===== src/rtl/gpio_irq_pkg.sv =====
package gpio_irq_pkg;

    localparam int unsigned ADDR_W = 3;

    typedef enum logic [ADDR_W-1:0] {
        RA_POL    = 3'd0,
        RA_DIN    = 3'd1,
        RA_LVL    = 3'd2,
        RA_EMSK   = 3'd3,
        RA_ECAUSE = 3'd4,
        RA_DIR    = 3'd5
    } reg_addr_e;

endpackage


===== src/rtl/gpio_irq_sync.sv =====
module gpio_irq_sync #(
    parameter int unsigned W      = 32,
    parameter int unsigned STAGES = 2
) (
    input  logic         clk,
    input  logic         rst_n,
    input  logic [W-1:0] async_i,
    output logic [W-1:0] sync_o
);

    logic [W-1:0] stage_q [STAGES];

    for (genvar s = 0; s < STAGES; s++) begin : g_stage
        if (s == 0) begin : g_first
            always_ff @(posedge clk or negedge rst_n) begin
                if (!rst_n) stage_q[s] <= '0;
                else        stage_q[s] <= async_i;
            end
        end else begin : g_next
            always_ff @(posedge clk or negedge rst_n) begin
                if (!rst_n) stage_q[s] <= '0;
                else        stage_q[s] <= stage_q[s-1];
            end
        end
    end

    assign sync_o = stage_q[STAGES-1];

endmodule


===== src/rtl/gpio_irq_group_or.sv =====
module gpio_irq_group_or #(
    parameter int unsigned LINES = 32,
    parameter int unsigned GROUP = 8,
    localparam int unsigned NGRP = LINES / GROUP
) (
    input  logic [LINES-1:0] cause_i,
    output logic [NGRP-1:0]  grp_o
);

    for (genvar g = 0; g < NGRP; g++) begin : g_grp
        assign grp_o[g] = |cause_i[g*GROUP +: GROUP];
    end

endmodule


===== src/rtl/gpio_irq_cause.sv =====
module gpio_irq_cause
    import gpio_irq_pkg::*;
#(
    parameter int unsigned LINES  = 32,
    parameter int unsigned GROUP  = 8,
    parameter int unsigned STAGES = 2,
    localparam int unsigned NGRP  = LINES / GROUP
) (
    input  logic              clk,
    input  logic              rst_n,
    input  logic [LINES-1:0]  pin_in,
    input  logic              reg_we,
    input  logic [ADDR_W-1:0] reg_addr,
    input  logic [LINES-1:0]  reg_wdata,
    output logic [LINES-1:0]  reg_rdata,
    output logic [NGRP-1:0]   grp_irq
);

    typedef struct packed {
        logic [LINES-1:0] pol;
        logic [LINES-1:0] lvl;
        logic [LINES-1:0] emsk;
        logic [LINES-1:0] ecause;
        logic [LINES-1:0] dir;
        logic [LINES-1:0] prev;
    } state_t;

    state_t st_d, st_q;

    logic [LINES-1:0] sync_pin;
    logic [LINES-1:0] din;
    logic [LINES-1:0] edge_hit;
    logic [LINES-1:0] clr_keep;
    logic [LINES-1:0] cause_all;

    gpio_irq_sync #(.W(LINES), .STAGES(STAGES)) u_sync (
        .clk    (clk),
        .rst_n  (rst_n),
        .async_i(pin_in),
        .sync_o (sync_pin)
    );

    always_comb begin
        st_d     = st_q;
        din      = sync_pin ^ st_q.pol;
        // both samples are adjusted by the present polarity, so a polarity
        // write alone leaves the comparison unchanged
        edge_hit = din & ~(st_q.prev ^ st_q.pol);
        st_d.prev = sync_pin;

        clr_keep = '1;
        if (reg_we) begin
            case (reg_addr)
                RA_POL:    st_d.pol  = reg_wdata;
                RA_LVL:    st_d.lvl  = reg_wdata;
                RA_EMSK:   st_d.emsk = reg_wdata;
                RA_ECAUSE: clr_keep  = reg_wdata;
                RA_DIR:    st_d.dir  = reg_wdata;
                default:   ;
            endcase
        end
        // a new edge wins over a clear in the same cycle
        st_d.ecause = (st_q.ecause & clr_keep) | edge_hit;

        cause_all = ((din & st_q.lvl) | (st_q.ecause & st_q.emsk)) & st_q.dir;

        case (reg_addr)
            RA_POL:    reg_rdata = st_q.pol;
            RA_DIN:    reg_rdata = din;
            RA_LVL:    reg_rdata = st_q.lvl;
            RA_EMSK:   reg_rdata = st_q.emsk;
            RA_ECAUSE: reg_rdata = st_q.ecause;
            RA_DIR:    reg_rdata = st_q.dir;
            default:   reg_rdata = '0;
        endcase
    end

    always_ff @(posedge clk or negedge rst_n) begin
        if (!rst_n) begin
            st_q        <= '0;
            st_q.dir    <= '1;
        end else begin
            st_q <= st_d;
        end
    end

    gpio_irq_group_or #(.LINES(LINES), .GROUP(GROUP)) u_grp (
        .cause_i(cause_all),
        .grp_o  (grp_irq)
    );

    // plain views for the bound checker
    logic [LINES-1:0] v_lvl, v_emsk, v_ecause, v_dir;
    assign v_lvl    = st_q.lvl;
    assign v_emsk   = st_q.emsk;
    assign v_ecause = st_q.ecause;
    assign v_dir    = st_q.dir;

endmodule


===== config.mk =====
export PLATFORM = sky130hd
export DESIGN_NAME = gpio_irq_cause
export DESIGN_NICKNAME = d
export VERILOG_FILES = /design/src/rtl/gpio_irq_pkg.sv /design/src/rtl/gpio_irq_sync.sv /design/src/rtl/gpio_irq_group_or.sv /design/src/rtl/gpio_irq_cause.sv
export SDC_FILE = /design/constraint.sdc
export NUM_CORES = 1
export LEC_CHECK = 0
export ABC_CLOCK_PERIOD_IN_PS = 3000
export BUFFER_PORTS_ARGS = -buffer_cell sky130_fd_sc_hd__buf_2
export CAP_MARGIN = 20
export CORE_AREA = 4 4 140 142
export DETAILED_ROUTE_END_ITERATION = 8
export DIE_AREA = 0 0 144 146
export HOLD_SLACK_MARGIN = 0.15
export PLACE_DENSITY = 0.8
export REMOVE_ABC_BUFFERS = 1
export SLEW_MARGIN = 20
export SYNTH_ARGS = -nofsm -noshare
export SYNTH_HDL_FRONTEND = slang
export SYNTH_SLANG_ARGS = --single-unit

===== constraint.sdc =====
create_clock -name clk -period 3 [get_ports clk]
set_clock_uncertainty 0.1 [all_clocks]
set_input_delay 0.45 -clock clk [delete_from_list [all_inputs] [get_ports clk]]
set_output_delay 0.45 -clock clk [all_outputs]
set_load 0.005 [all_outputs]

# Yosys cells after proc, flatten, opt, wreduce, memory -nomap -nowiden
# Cells that the tools add are included.
# op_classes
add_sub_neg,0
multipliers,0
div,0
order_cmp,0
n_eq_ne,5
shifts,0
mux,3
n_bitwise,10
n_reduce_logical,9
# ops
op,count
$pmux 32 s6,1
$and 32x32->32,5
$mux 32,2
$or 32x32->32,2
$xor 32x32->32,2
$not 32->32,1
$reduce_or 8->1,4
$reduce_and 2->1,4
$eq 3x2->1 const B,2
$eq 3x3->1 const B,2
$eq 3x1->1 const B,1
$logic_not 3->1,1
# totals
regBits,256
latch_bits,0
ramBits,0
rom_bits,0
input_bits,70
output_inout_bits,36
word_cells,35
n_memories,0

# Logic depth before layout (Yosys ltp)
# depth
depth_word,5
mapped_depth,8
mapped_depth_nobuf,4

# By module
# A second synthesis with hierarchy kept.
# hier_totals
hier_cells,958
area_unflattened_um2,11536.1
# modules_own_cells
mod,n_inst,cells_per_inst,area_per_inst_um2,seq_area_each_um2
gpio_irq_cause,1,850,9629.2,4844.6
gpio_irq_sync,1,96,1841.8,1601.5
gpio_irq_group_or,1,12,65.1,0.0

# Worst setup path after synthesis
# Ideal clock, no wire load.
# synth_path
kind,input port to output port
start,input reg_addr[1]
end,output reg_rdata[20]
t_arrival_ps,1682
t_required_ps,2450
path_slack_ps,768
stages,8
n_path_buf,4
cell_sequence,buf_4 > nor2b_1 > buf_4 > and2_1 > buf_4 > buf_4 > a221oi_1 > o211ai_1
# synth_via
elab_chain_len,2
# synth_lines
item,line,text
from (decl),gpio_irq_cause.sv:13,"input logic [ADDR_W-1:0] reg_addr,"
"$eq 3x3->1, or another cell as far along",gpio_irq_cause.sv:67,case (reg_addr)
$pmux 32 s6 *,gpio_irq_cause.sv:67,
to (decl),gpio_irq_cause.sv:15,"output logic [LINES-1:0] reg_rdata,"
# Mark *: on every way between the ends. The rest lies on a longest branch, timed or not.

# Final worst setup path
# layout_path
start,register st_q[176] (netlist bit)
end,output grp_irq[2]
# layout_via
elab_chain_len,5
# layout_lines
item,line,text
from (decl),gpio_irq_cause.sv:28,"state_t st_d, st_q;"
from (signal assigned),gpio_irq_cause.sv:83,st_q <= st_d;
$xor 32x32->32,gpio_irq_cause.sv:45,din = sync_pin ^ st_q.pol;
$and 32x32->32,gpio_irq_cause.sv:65,cause_all = ((din & st_q.lvl) | (st_q.ecause & st_q.emsk)) & st_q.dir;
$or 32x32->32,gpio_irq_cause.sv:65,
$and 32x32->32,gpio_irq_cause.sv:65,
$reduce_or 8->1,gpio_irq_group_or.sv:11,assign grp_o[g] = |cause_i[g*GROUP +: GROUP];
to (decl),gpio_irq_cause.sv:16,output logic [NGRP-1:0] grp_irq
# No other way between the ends.

==> results.ini <==
[min_path]
min-delay-start = u_sync.stage_q[33]
hp-class = flip-flop to flip-flop
holdPathStages = 0
holdPathEnd = u_sync.sync_o[1]

[synth]
yosysUniqueCellTypes = 45
ys_ff_latch = 256
ys_async_sr_fraction_pct = 100
synth_top_cell_area_share_pct = 51.1
synthFlopType = dfrtp_1
ys_seq_area_share_pct = 58.7
synth_largest_area_cell = dfrtp_1
syn_area_um2 = 11000
yosysMostFrequentCell = dfrtp_1
postSynthAreaPerCell_um2 = 13.0
syn_inst = 844
synth_area_leaders = dfrtp_1, mux2_2, dfstp_2
synth_edf_count = 0
synthTopCellsByCount = dfrtp_1, mux2_2, nand3_1
yosys_warnings = 0

[sta]
fmax_mhz = 385
hold_slack_ns = 0.245
final_hold_viol_count = 0
final.period_utilization_pct = 86.5
worstMarginPinSlew_ns = 0.711
finalSetupViolCount = 0
slew-limit-headroom_pct = 52.6
min_period_ns = 2.59
rsz0062_at_grt = false
tns_ns = 0
maxSlewViolCount = 0

[placement]
port_buffers = 105
hpwlAfterDp_um = 16900
place_congestion = 0.845

[floorplanning]
initial_core_util_pct = 59.5
die_width_um = 144
io_pins = 106
die_h_um = 146
die_area_um2 = 21000
core_area_um2 = 18500
rows = 50

[global_routing]
antenna_found_initial = 1
grt_usage_pct = 26.0
grt_first_pass_wirelength_um = 43900
grt_max_degree = 92
grt_overflow = 0
grt_pass1_vias = 8228

[clock_tree]
clockBufferDepth = 3
htree_levels = 1
cts_buffers = 26
cts_tree = built
cts_sinks = 256
post_cts_buffers = 0
holdBufCountCts = 65
insertion_delay_ns = 0.53
root_buffer = clkbuf_16
clk_pin_slew_ns = 0.06
cts_resized = 0

[power]
power_frac_comb_pct = 16.0
clockPowerShare_pct = 35.8
irDropWorstVdd_uv = 553
power_switching_share_pct = 26.0
p_leak_nw = 5.83
p_per_area_nw_per_um2 = 695
internal_power_mw = 6.93
p_switching_mw = 2.43
seqPwrFrac_pct = 48.1
finalPower_mw = 9.36

[route]
via_per_inst = 6.11
met1_length_um = 11500
wl_met3_um = 1710
drt-pass1-iter-count = 5
vias = 7860
routed_wl_um = 27000
drtAntennaViolNets = 0
drc = 0
drtIter0Drc = 754
met2WireLength_um = 13000
wl_per_cell_um = 21.0
topRoutingLayerUsed = met5

[finish]
postLayoutCoreUtil_pct = 73.0
fillerInstances = 1231
diodes = 0
seq_area_um2 = 6450
syn2layout_area_growth_pct = 22.8
layout-drive-gt1-share_pct = 35.7
multiInputGateArea_um2 = 4330
fin_nets = 1103

[flow_run]
cap_viol_max_count = 0

[setup_path]
crit_path_start_kind = flip-flop
crit_path_end_kind = output port
crit_type = flip-flop to output port
worstPathMaxFanout = 5
regToRegSetupSlack_ns = 1.79
cp.required_ns = 2.45
worstReg2RegEnd = v_ecause[30]
reg2reg_from = st_q[190]
r2r_cells = 2
arrival_ns = 2.04

[status]
run_status = finished, final reports clean

-- through the flow --
step | std cells | worst slack, ns | instance area, um2
after CTS | 1286 | 0.390 | 13500
after global placement | 1174 | 0.490 | 11900
after detailed placement | 1174 | 0.413 | 11900
after floorplan | 802 | -0.124 | 10800
after global routing | 1286 | 0.235 | 13500
final | 1286 | 0.406 | 13500
-- how the worst max path moves through the flow --
stage,from,end,slack (ns)
floorplan,reg_addr[1],v_lvl[0],-0.12
global placement,reg_addr[2],reg_rdata[14],0.49
detailed placement,reg_addr[2],v_ecause[11],0.41
CTS,st_q[176],grp_irq[2],0.39
global route,st_q[176],grp_irq[2],0.24
finish,st_q[176],grp_irq[2],0.41
-- per-layer routing --
layer	up-vias	GRT usage, %
met5	-	0
met4	2	7.96
met3	57	4.34
met2	292	41.6
met1	3983	36.6
li1	3526	-
-- worst max-delay path: stages, from the launching register on --
cell	delay [ns]
dfrtp_1	0.44
xnor2_1	0.25
o22ai_1	0.15
a311oi_1	0.33
nand4_1	0.18
buf_2	0.16
-- kinds of logic after synthesis --
| kind of cell | after synthesis | share of synthesized area (%) |
|---|---|---|
| AOI/OAI and AO/OA | 161 | 9.92 |
| DFF | 256 | 58.7 |
| and+or+nand+nor | 214 | 11.7 |
| muxes | 142 | 15.5 |
| buffers and inverters | 43 | 1.97 |
| xor gates and xnor gates | 28 | 2.23 |
-- cell usage in the layout (no fill, tap or decap), types with 29 or more instances in the layout --
cell type      count
mux2_2           102
nand3b_1          30
buf_2            104
mux2_4            30
o21ai_0           40
dlygate4sd3_1     65
dfrtp_1          224
a22oi_1           68
dfstp_2           32
nand3_1           78
buf_4             29
-- state kept, by name, summed over array words and instances (netlist names) --
name	cells
u_sync.stage_q	32
u_sync.sync_o	32
v_emsk	32
v_dir	32
v_ecause	32
st_q	64
v_lvl	32
-- area by class of cell --
type | count | area share [%]
tap | 234 | 2.17
timing repair buffer | 203 | 11.0
sequential | 256 | 47.8
multi-input combinational | 545 | 32.2
clock buffer | 42 | 6.25
inverter | 1 | 0.0279
clock inverter | 5 | 0.557
-- power groups by stage --
| stage | Clock [mW] | Sequential [mW] | Combinational, mW |
|---|---|---|---|
| 2_1_floorplan | 0 | 4.39 | 0.952 |
| 6_report | 3.36 | 4.51 | 1.50 |
| 4_1_cts | 3.41 | 4.48 | 1.50 |
| 3_3_place_gp | 0 | 4.50 | 1.38 |
| 5_1_grt | 3.58 | 4.57 | 1.66 |
| 3_5_place_dp | 0 | 4.53 | 1.42 |
Note: power is estimated with default switching activity, not from simulation.
